[src/rtl/pwm_align_pkg.sv]
package pwm_align_pkg;

  typedef enum logic {
    ALIGN_LEFT   = 1'b0,
    ALIGN_CENTER = 1'b1
  } alignMode_t;

  typedef enum logic {
    DIR_UP   = 1'b0,
    DIR_DOWN = 1'b1
  } countDir_t;

  // Strobes from the sweep control to the compare datapath.
  typedef struct packed {
    logic loadShadow;  // refresh period, duty and mode working copies
    logic latchPol;    // capture polarity (channel idle)
    logic advance;     // counter stepped this cycle
  } pwmStrobe_t;

endpackage

[src/rtl/pwm_compare.sv]
module pwm_compare
  import pwm_align_pkg::*;
#(
  parameter int W = 8
) (
  input  logic [W-1:0] count,
  input  logic [W-1:0] period,
  input  logic [W-1:0] duty,
  input  logic         activeLevel,
  output logic         level
);

  logic [W-1:0] effDuty;
  logic [W-1:0] threshold;

  // Duty beyond the period saturates to a full-on waveform.
  always_comb begin
    effDuty   = (duty > period) ? period : duty;
    threshold = period - effDuty;
    level     = (count >= threshold) ? activeLevel : ~activeLevel;
  end

endmodule

[src/rtl/pwm_ctrl.sv]
module pwm_ctrl
  import pwm_align_pkg::*;
#(
  parameter int W = 8
) (
  input  logic         clk,
  input  logic         rst,
  input  logic         tick,
  input  logic         enable,
  input  logic [W-1:0] curPeriod,
  input  alignMode_t   curMode,
  output pwmStrobe_t   strobe,
  output logic [W-1:0] count,
  output logic         periodEnd
);

  localparam logic [W-1:0] ONE  = W'(1);
  localparam logic [W-1:0] ZERO = '0;

  countDir_t    dir;
  countDir_t    nextDir;
  logic [W-1:0] nextCount;
  logic         zeroPeriod;
  logic         atTop;
  logic         wrap;

  assign zeroPeriod = (curPeriod == ZERO);
  assign atTop      = zeroPeriod || (count == curPeriod - ONE);

  // Detect the tick that completes the current period.
  always_comb begin
    if (zeroPeriod) begin
      wrap = 1'b1;
    end else if (curMode == ALIGN_LEFT) begin
      wrap = atTop;
    end else begin
      wrap = (dir == DIR_DOWN) && (count == ZERO);
    end
  end

  always_comb begin
    strobe.advance    = enable && tick;
    strobe.latchPol   = !enable;
    strobe.loadShadow = !enable || (tick && wrap);
  end

  // Next counter position and direction.
  always_comb begin
    nextCount = count;
    nextDir   = dir;
    if (!enable) begin
      nextCount = ZERO;
      nextDir   = DIR_UP;
    end else if (tick) begin
      if (zeroPeriod) begin
        nextCount = ZERO;
        nextDir   = DIR_UP;
      end else if (curMode == ALIGN_LEFT) begin
        nextCount = atTop ? ZERO : count + ONE;
        nextDir   = DIR_UP;
      end else if (dir == DIR_UP) begin
        if (atTop) begin
          nextDir = DIR_DOWN;       // dwell once at the top
        end else begin
          nextCount = count + ONE;
        end
      end else begin
        if (count == ZERO) begin
          nextDir = DIR_UP;         // dwell once at the bottom, period ends
        end else begin
          nextCount = count - ONE;
        end
      end
    end
  end

  always_ff @(posedge clk) begin
    if (rst) begin
      count     <= ZERO;
      dir       <= DIR_UP;
      periodEnd <= 1'b0;
    end else begin
      count     <= nextCount;
      dir       <= nextDir;
      periodEnd <= enable && tick && wrap;
    end
  end

  // left sweep stays below the period
  p_left_range_r1: assert property (@(posedge clk) disable iff (rst)
    (enable && curMode == ALIGN_LEFT && !zeroPeriod) |-> (count < curPeriod));

  // center sweep stays below the period
  p_center_range_r2: assert property (@(posedge clk) disable iff (rst)
    (enable && curMode == ALIGN_CENTER && !zeroPeriod) |-> (count < curPeriod));

  // idle channel parks the counter and raises no strobe
  p_idle_park_r6: assert property (@(posedge clk) disable iff (rst)
    !enable |=> (count == ZERO && !periodEnd));

  // no tick, no movement
  p_tick_gate_r7: assert property (@(posedge clk) disable iff (rst)
    (enable && !tick) |=> $stable(count));

  // a completed period always restarts at zero
  p_end_at_zero_r9: assert property (@(posedge clk) disable iff (rst)
    periodEnd |-> (count == ZERO));

endmodule

[src/rtl/pwm_datapath.sv]
module pwm_datapath
  import pwm_align_pkg::*;
#(
  parameter int W = 8
) (
  input  logic         clk,
  input  logic         rst,
  input  logic         enable,
  input  pwmStrobe_t   strobe,
  input  logic [W-1:0] count,
  input  logic [W-1:0] periodIn,
  input  logic [W-1:0] dutyIn,
  input  logic         centerMode,
  input  logic         polarity,
  output logic [W-1:0] curPeriod,
  output alignMode_t   curMode,
  output logic         pwmOut
);

  logic [W-1:0] curDuty;
  logic         polReg;
  logic         cmpLevel;

  always_ff @(posedge clk) begin
    if (rst) begin
      curPeriod <= '0;
      curDuty   <= '0;
      curMode   <= ALIGN_LEFT;
    end else if (strobe.loadShadow) begin
      curPeriod <= periodIn;
      curDuty   <= dutyIn;
      curMode   <= alignMode_t'(centerMode);
    end
  end

  always_ff @(posedge clk) begin
    if (rst) begin
      polReg <= 1'b0;
    end else if (strobe.latchPol) begin
      polReg <= polarity;
    end
  end

  pwm_compare #(.W(W)) u_compare (
    .count       (count),
    .period      (curPeriod),
    .duty        (curDuty),
    .activeLevel (polReg),
    .level       (cmpLevel)
  );

  // Idle channel shows the polarity input without waiting for a clock.
  assign pwmOut = enable ? cmpLevel : polarity;

  // full duty gives a constant active level
  p_full_duty_r4: assert property (@(posedge clk) disable iff (rst)
    (enable && curDuty >= curPeriod) |-> (pwmOut == polReg));

  // zero duty gives a constant inactive level
  p_zero_duty_r4: assert property (@(posedge clk) disable iff (rst)
    (enable && curDuty == '0 && curPeriod != '0) |-> (pwmOut == ~polReg));

  // polarity frozen while running
  p_pol_frozen_r5: assert property (@(posedge clk) disable iff (rst)
    enable |=> (polReg == $past(polReg)));

endmodule

[src/rtl/pwm_aligned_gen.sv]
module pwm_aligned_gen
  import pwm_align_pkg::*;
#(
  parameter int W = 8
) (
  input  logic         clk,
  input  logic         rst,
  input  logic         tick,
  input  logic         enable,
  input  logic         centerMode,
  input  logic         polarity,
  input  logic [W-1:0] periodIn,
  input  logic [W-1:0] dutyIn,
  output logic         pwmOut,
  output logic         periodEnd
);

  pwmStrobe_t   strobe;
  logic [W-1:0] count;
  logic [W-1:0] curPeriod;
  alignMode_t   curMode;

  pwm_ctrl #(.W(W)) u_ctrl (
    .clk       (clk),
    .rst       (rst),
    .tick      (tick),
    .enable    (enable),
    .curPeriod (curPeriod),
    .curMode   (curMode),
    .strobe    (strobe),
    .count     (count),
    .periodEnd (periodEnd)
  );

  pwm_datapath #(.W(W)) u_datapath (
    .clk        (clk),
    .rst        (rst),
    .enable     (enable),
    .strobe     (strobe),
    .count      (count),
    .periodIn   (periodIn),
    .dutyIn     (dutyIn),
    .centerMode (centerMode),
    .polarity   (polarity),
    .curPeriod  (curPeriod),
    .curMode    (curMode),
    .pwmOut     (pwmOut)
  );

endmodule

[config.mk]
export PLATFORM = sky130hd
export DESIGN_NAME = pwm_aligned_gen
export DESIGN_NICKNAME = d
export VERILOG_FILES = /design/src/rtl/pwm_align_pkg.sv /design/src/rtl/pwm_compare.sv /design/src/rtl/pwm_ctrl.sv /design/src/rtl/pwm_datapath.sv /design/src/rtl/pwm_aligned_gen.sv
export SDC_FILE = /design/constraint.sdc
export NUM_CORES = 1
export LEC_CHECK = 0
export ABC_CLOCK_PERIOD_IN_PS = 11500
export BUFFER_PORTS_ARGS = -buffer_cell sky130_fd_sc_hd__buf_2
export CAP_MARGIN = 20
export CORE_ASPECT_RATIO = 0.7
export CORE_MARGIN = 1
export CORE_UTILIZATION = 55
export DETAILED_ROUTE_END_ITERATION = 7
export PLACE_DENSITY = 0.75
export RECOVER_POWER = 100
export REMOVE_ABC_BUFFERS = 1
export SETUP_SLACK_MARGIN = 0.3
export SYNTH_ARGS = -nofsm -noshare
export SYNTH_HDL_FRONTEND = slang
export SYNTH_HIERARCHICAL = 1
export SYNTH_SLANG_ARGS = --single-unit
[constraint.sdc]
create_clock -name clk -period 11.5 [get_ports clk]
set_input_delay 1.725 -clock clk [delete_from_list [all_inputs] [get_ports clk]]
set_output_delay 1.725 -clock clk [all_outputs]
set_load 0.02 [all_outputs]
==> reports/results.ini <==
[status]
outcome = finished clean

[place]
port_buffers = 23
gp_congestion = 0.880
dpl_worst_slack_ns = 5.40
post-dp-hpwl_um = 4350

[floorplan]
core_region_area_mm2 = 0.00435
floorplan.die_area_mm2 = 0.00485
initial_utilization_pct = 57.7
number_of_primary_i_o_pins = 24
num_rows = 20
chipHeight_um = 58.6
die_width_um = 82.8

[detailed_routing]
detail_route.vias_per_cell = 6.03
post_detailed_route_wirelength_per_cell_um = 15.6
via_count = 2248
route.final.wire_length_um = 5820
drtPass1Iterations = 4
drt-initial-drc-count = 240
drc = 0
remaining_number_of_nets_flagged_by_the_antenna_check_after_routing = 0

[clock_network]
clock_sinks = 28
clock-root-buffer = sky130_fd_sc_hd__clkbuf_8
numCtsBuffers = 3
htree_num_levels = 1
cts.repair.resized = 0
clock_path_buffers = 2
cts_tree = yes
postCtsSetupBuffers = 0
clk_pin_slew_ns = 0.11
cts_hold_buffers = 0
worstSkewPairLatency_ns = 0.29

[timing]
skew_ns = 0.00775
setup-violations-final = 0
report.final.slew_viol_count = 0
layout_worst_path_cycle_share_pct = 60.1
final_hold_viol_count = 0
final.min_clock_period_ns = 6.91
tightest_slew_ns = 0.870
slew-limit-headroom_pct = 42.0
final_layout_setup_total_negative_slack_ns = 0
clock.fmax_ghz = 0.145
grt_setup_unrepaired = no
post-route-worst-setup-slack_ns = 4.59

[critical_path]
critPathRequiredTime_ns = 9.78
cp_data_arrival_time_ns = 5.19
crit_path_launch_type = register
setup.worst_path.end_class = primary output
timing.setup.critical_path_class = register to primary output
critical_path_fanouts_max = 8

[yosys]
syn-instance-count = 302
yosysWarningCount = 6
mappedNetlistArea_mm2 = 0.00251
mean_post_synth_cell_area_um2 = 8.32

[global_route]
globalRoute.totalOverflow = 0
pin_count_of_the_biggest_net_entering_global_routing = 20
grt_antenna_before_repair = 0
wire_length_of_the_first_global_routing_pass_um = 9680
grt.total_usage_pct = 24.5
vias_in_the_first_global_route = 1971

[worst_hold_path]
min-delay-path-class = register to register

[layout]
num_antenna_cells = 0
proportion_of_layout_cells_with_a_drive_suffix_above_1_pct = 12.6
area_overhead_of_the_layout_relative_to_synthesis_pct = 6.12
numnets_final = 369
num-fill-cells = 422

[power_and_ir_drop]
p_leak_nw = 1.18
vdd_ir_drop_max_uv = 88.7
power.density_mw_per_mm2 = 117

[run]
max-cap-violations = 0

-- path summary, 6_finish.rpt --
kind                                             start                              end  slack (ns)  cells after the start
setup reg to reg  u_datapath/curPeriod[1]$_SDFFE_PP0P_  u_datapath/curMode$_SDFFE_PP0P_        8.15                     10
hold / removal          u_datapath/polReg$_SDFFE_PP0P_   u_datapath/polReg$_SDFFE_PP0P_        0.53                      2
hold reg to reg         u_datapath/polReg$_SDFFE_PP0P_   u_datapath/polReg$_SDFFE_PP0P_        0.53                      2
setup / recovery  u_datapath/curPeriod[1]$_SDFFE_PP0P_                           pwmOut        4.59                     21
-- report_power, final --
part	leakage [nW]	total [mW]	switching [mW]	internal, mW
combinational	0.914	0.120	0.0661	0.0540
clock	0.0357	0.0823	0.0356	0.0467
sequential	0.230	0.110	0.00855	0.102
-- worst max-delay path, stage by stage (launching register included) --
cell	delay (ns)
sky130_fd_sc_hd__dfxtp_1	0.51
sky130_fd_sc_hd__inv_1	0.14
sky130_fd_sc_hd__ha_1	0.32
sky130_fd_sc_hd__nor2b_1	0.13
sky130_fd_sc_hd__o211ai_1	0.22
sky130_fd_sc_hd__a211oi_2	0.11
sky130_fd_sc_hd__nor2_1	0.64
sky130_fd_sc_hd__mux2i_1	0.17
sky130_fd_sc_hd__ha_1	0.25
sky130_fd_sc_hd__fa_1	0.40
sky130_fd_sc_hd__nor2b_1	0.11
sky130_fd_sc_hd__o21ai_0	0.13
sky130_fd_sc_hd__a21oi_1	0.26
sky130_fd_sc_hd__nand3_1	0.10
sky130_fd_sc_hd__o311a_1	0.13
sky130_fd_sc_hd__ha_1	0.27
sky130_fd_sc_hd__nand2_1	0.08
sky130_fd_sc_hd__o21ai_0	0.09
sky130_fd_sc_hd__a21oi_1	0.29
sky130_fd_sc_hd__xor2_1	0.11
sky130_fd_sc_hd__mux2_2	0.27
sky130_fd_sc_hd__buf_2	0.16
-- layout by cell type, fill, tap and decap left out, types with 3 or more instances in the layout --
cell type                   instances
sky130_fd_sc_hd__a21o_1             3
sky130_fd_sc_hd__a21oi_1           11
sky130_fd_sc_hd__a221oi_1           3
sky130_fd_sc_hd__buf_2             20
sky130_fd_sc_hd__clkbuf_1           3
sky130_fd_sc_hd__clkbuf_8           3
sky130_fd_sc_hd__dfxtp_1           28
sky130_fd_sc_hd__ha_1              27
sky130_fd_sc_hd__inv_1             26
sky130_fd_sc_hd__mux2i_1           26
sky130_fd_sc_hd__nand2_1           20
sky130_fd_sc_hd__nand2b_1           5
sky130_fd_sc_hd__nand3_1           15
sky130_fd_sc_hd__nand4_1            3
sky130_fd_sc_hd__nor2_1            28
sky130_fd_sc_hd__nor2b_1            5
sky130_fd_sc_hd__o2111ai_1          4
sky130_fd_sc_hd__o211ai_1           8
sky130_fd_sc_hd__o21ai_0           14
sky130_fd_sc_hd__o22ai_1            4
sky130_fd_sc_hd__or3_1              5
sky130_fd_sc_hd__xnor2_1            5
sky130_fd_sc_hd__xor2_1             7
-- per-stage QoR --
stage          hold WS [ns]  instances  util [%]  area (um^2)  power (mW)
2_1_floorplan         0.460        291         -         2430       0.204
3_3_place_gp          0.481        369      60.1         2620       0.226
5_1_grt               0.569        373      61.3         2670       0.332
4_1_cts               0.537        373      61.8         2690       0.316
3_5_place_dp          0.510        369      60.1         2620       0.230
6_report              0.530        373      61.3         2670       0.313
-- routing by layer --
metal | vias to the layer above | routed length, um | global-route usage [%]
met5 | - | 0 | 0
met4 | 0 | 65 | 3.69
met3 | 8 | 420 | 4.07
met2 | 75 | 2410 | 36.9
met1 | 1037 | 2920 | 37.3
li1 | 1128 | - | -
-- registers in the layout (all words and copies together), names as in the netlist --
register              count
u_ctrl/dir                1
u_datapath/curDuty        8
u_ctrl/count              8
u_datapath/polReg         1
u_datapath/curMode        1
u_ctrl/periodEnd          1
u_datapath/curPeriod      8
-- final cells by class --
cell class | instances | area [um^2] | area share, %
repair buffers | 23 | 111 | 4.17
well taps | 55 | 68.8 | 2.58
inverters | 26 | 97.6 | 3.66
multi-input cells | 237 | 1760 | 65.9
flip-flops and latches | 28 | 561 | 21.0
clock inverters | 1 | 30.0 | 1.13
clock buffers | 3 | 41.3 | 1.55
(Power assumes the default switching activity.)
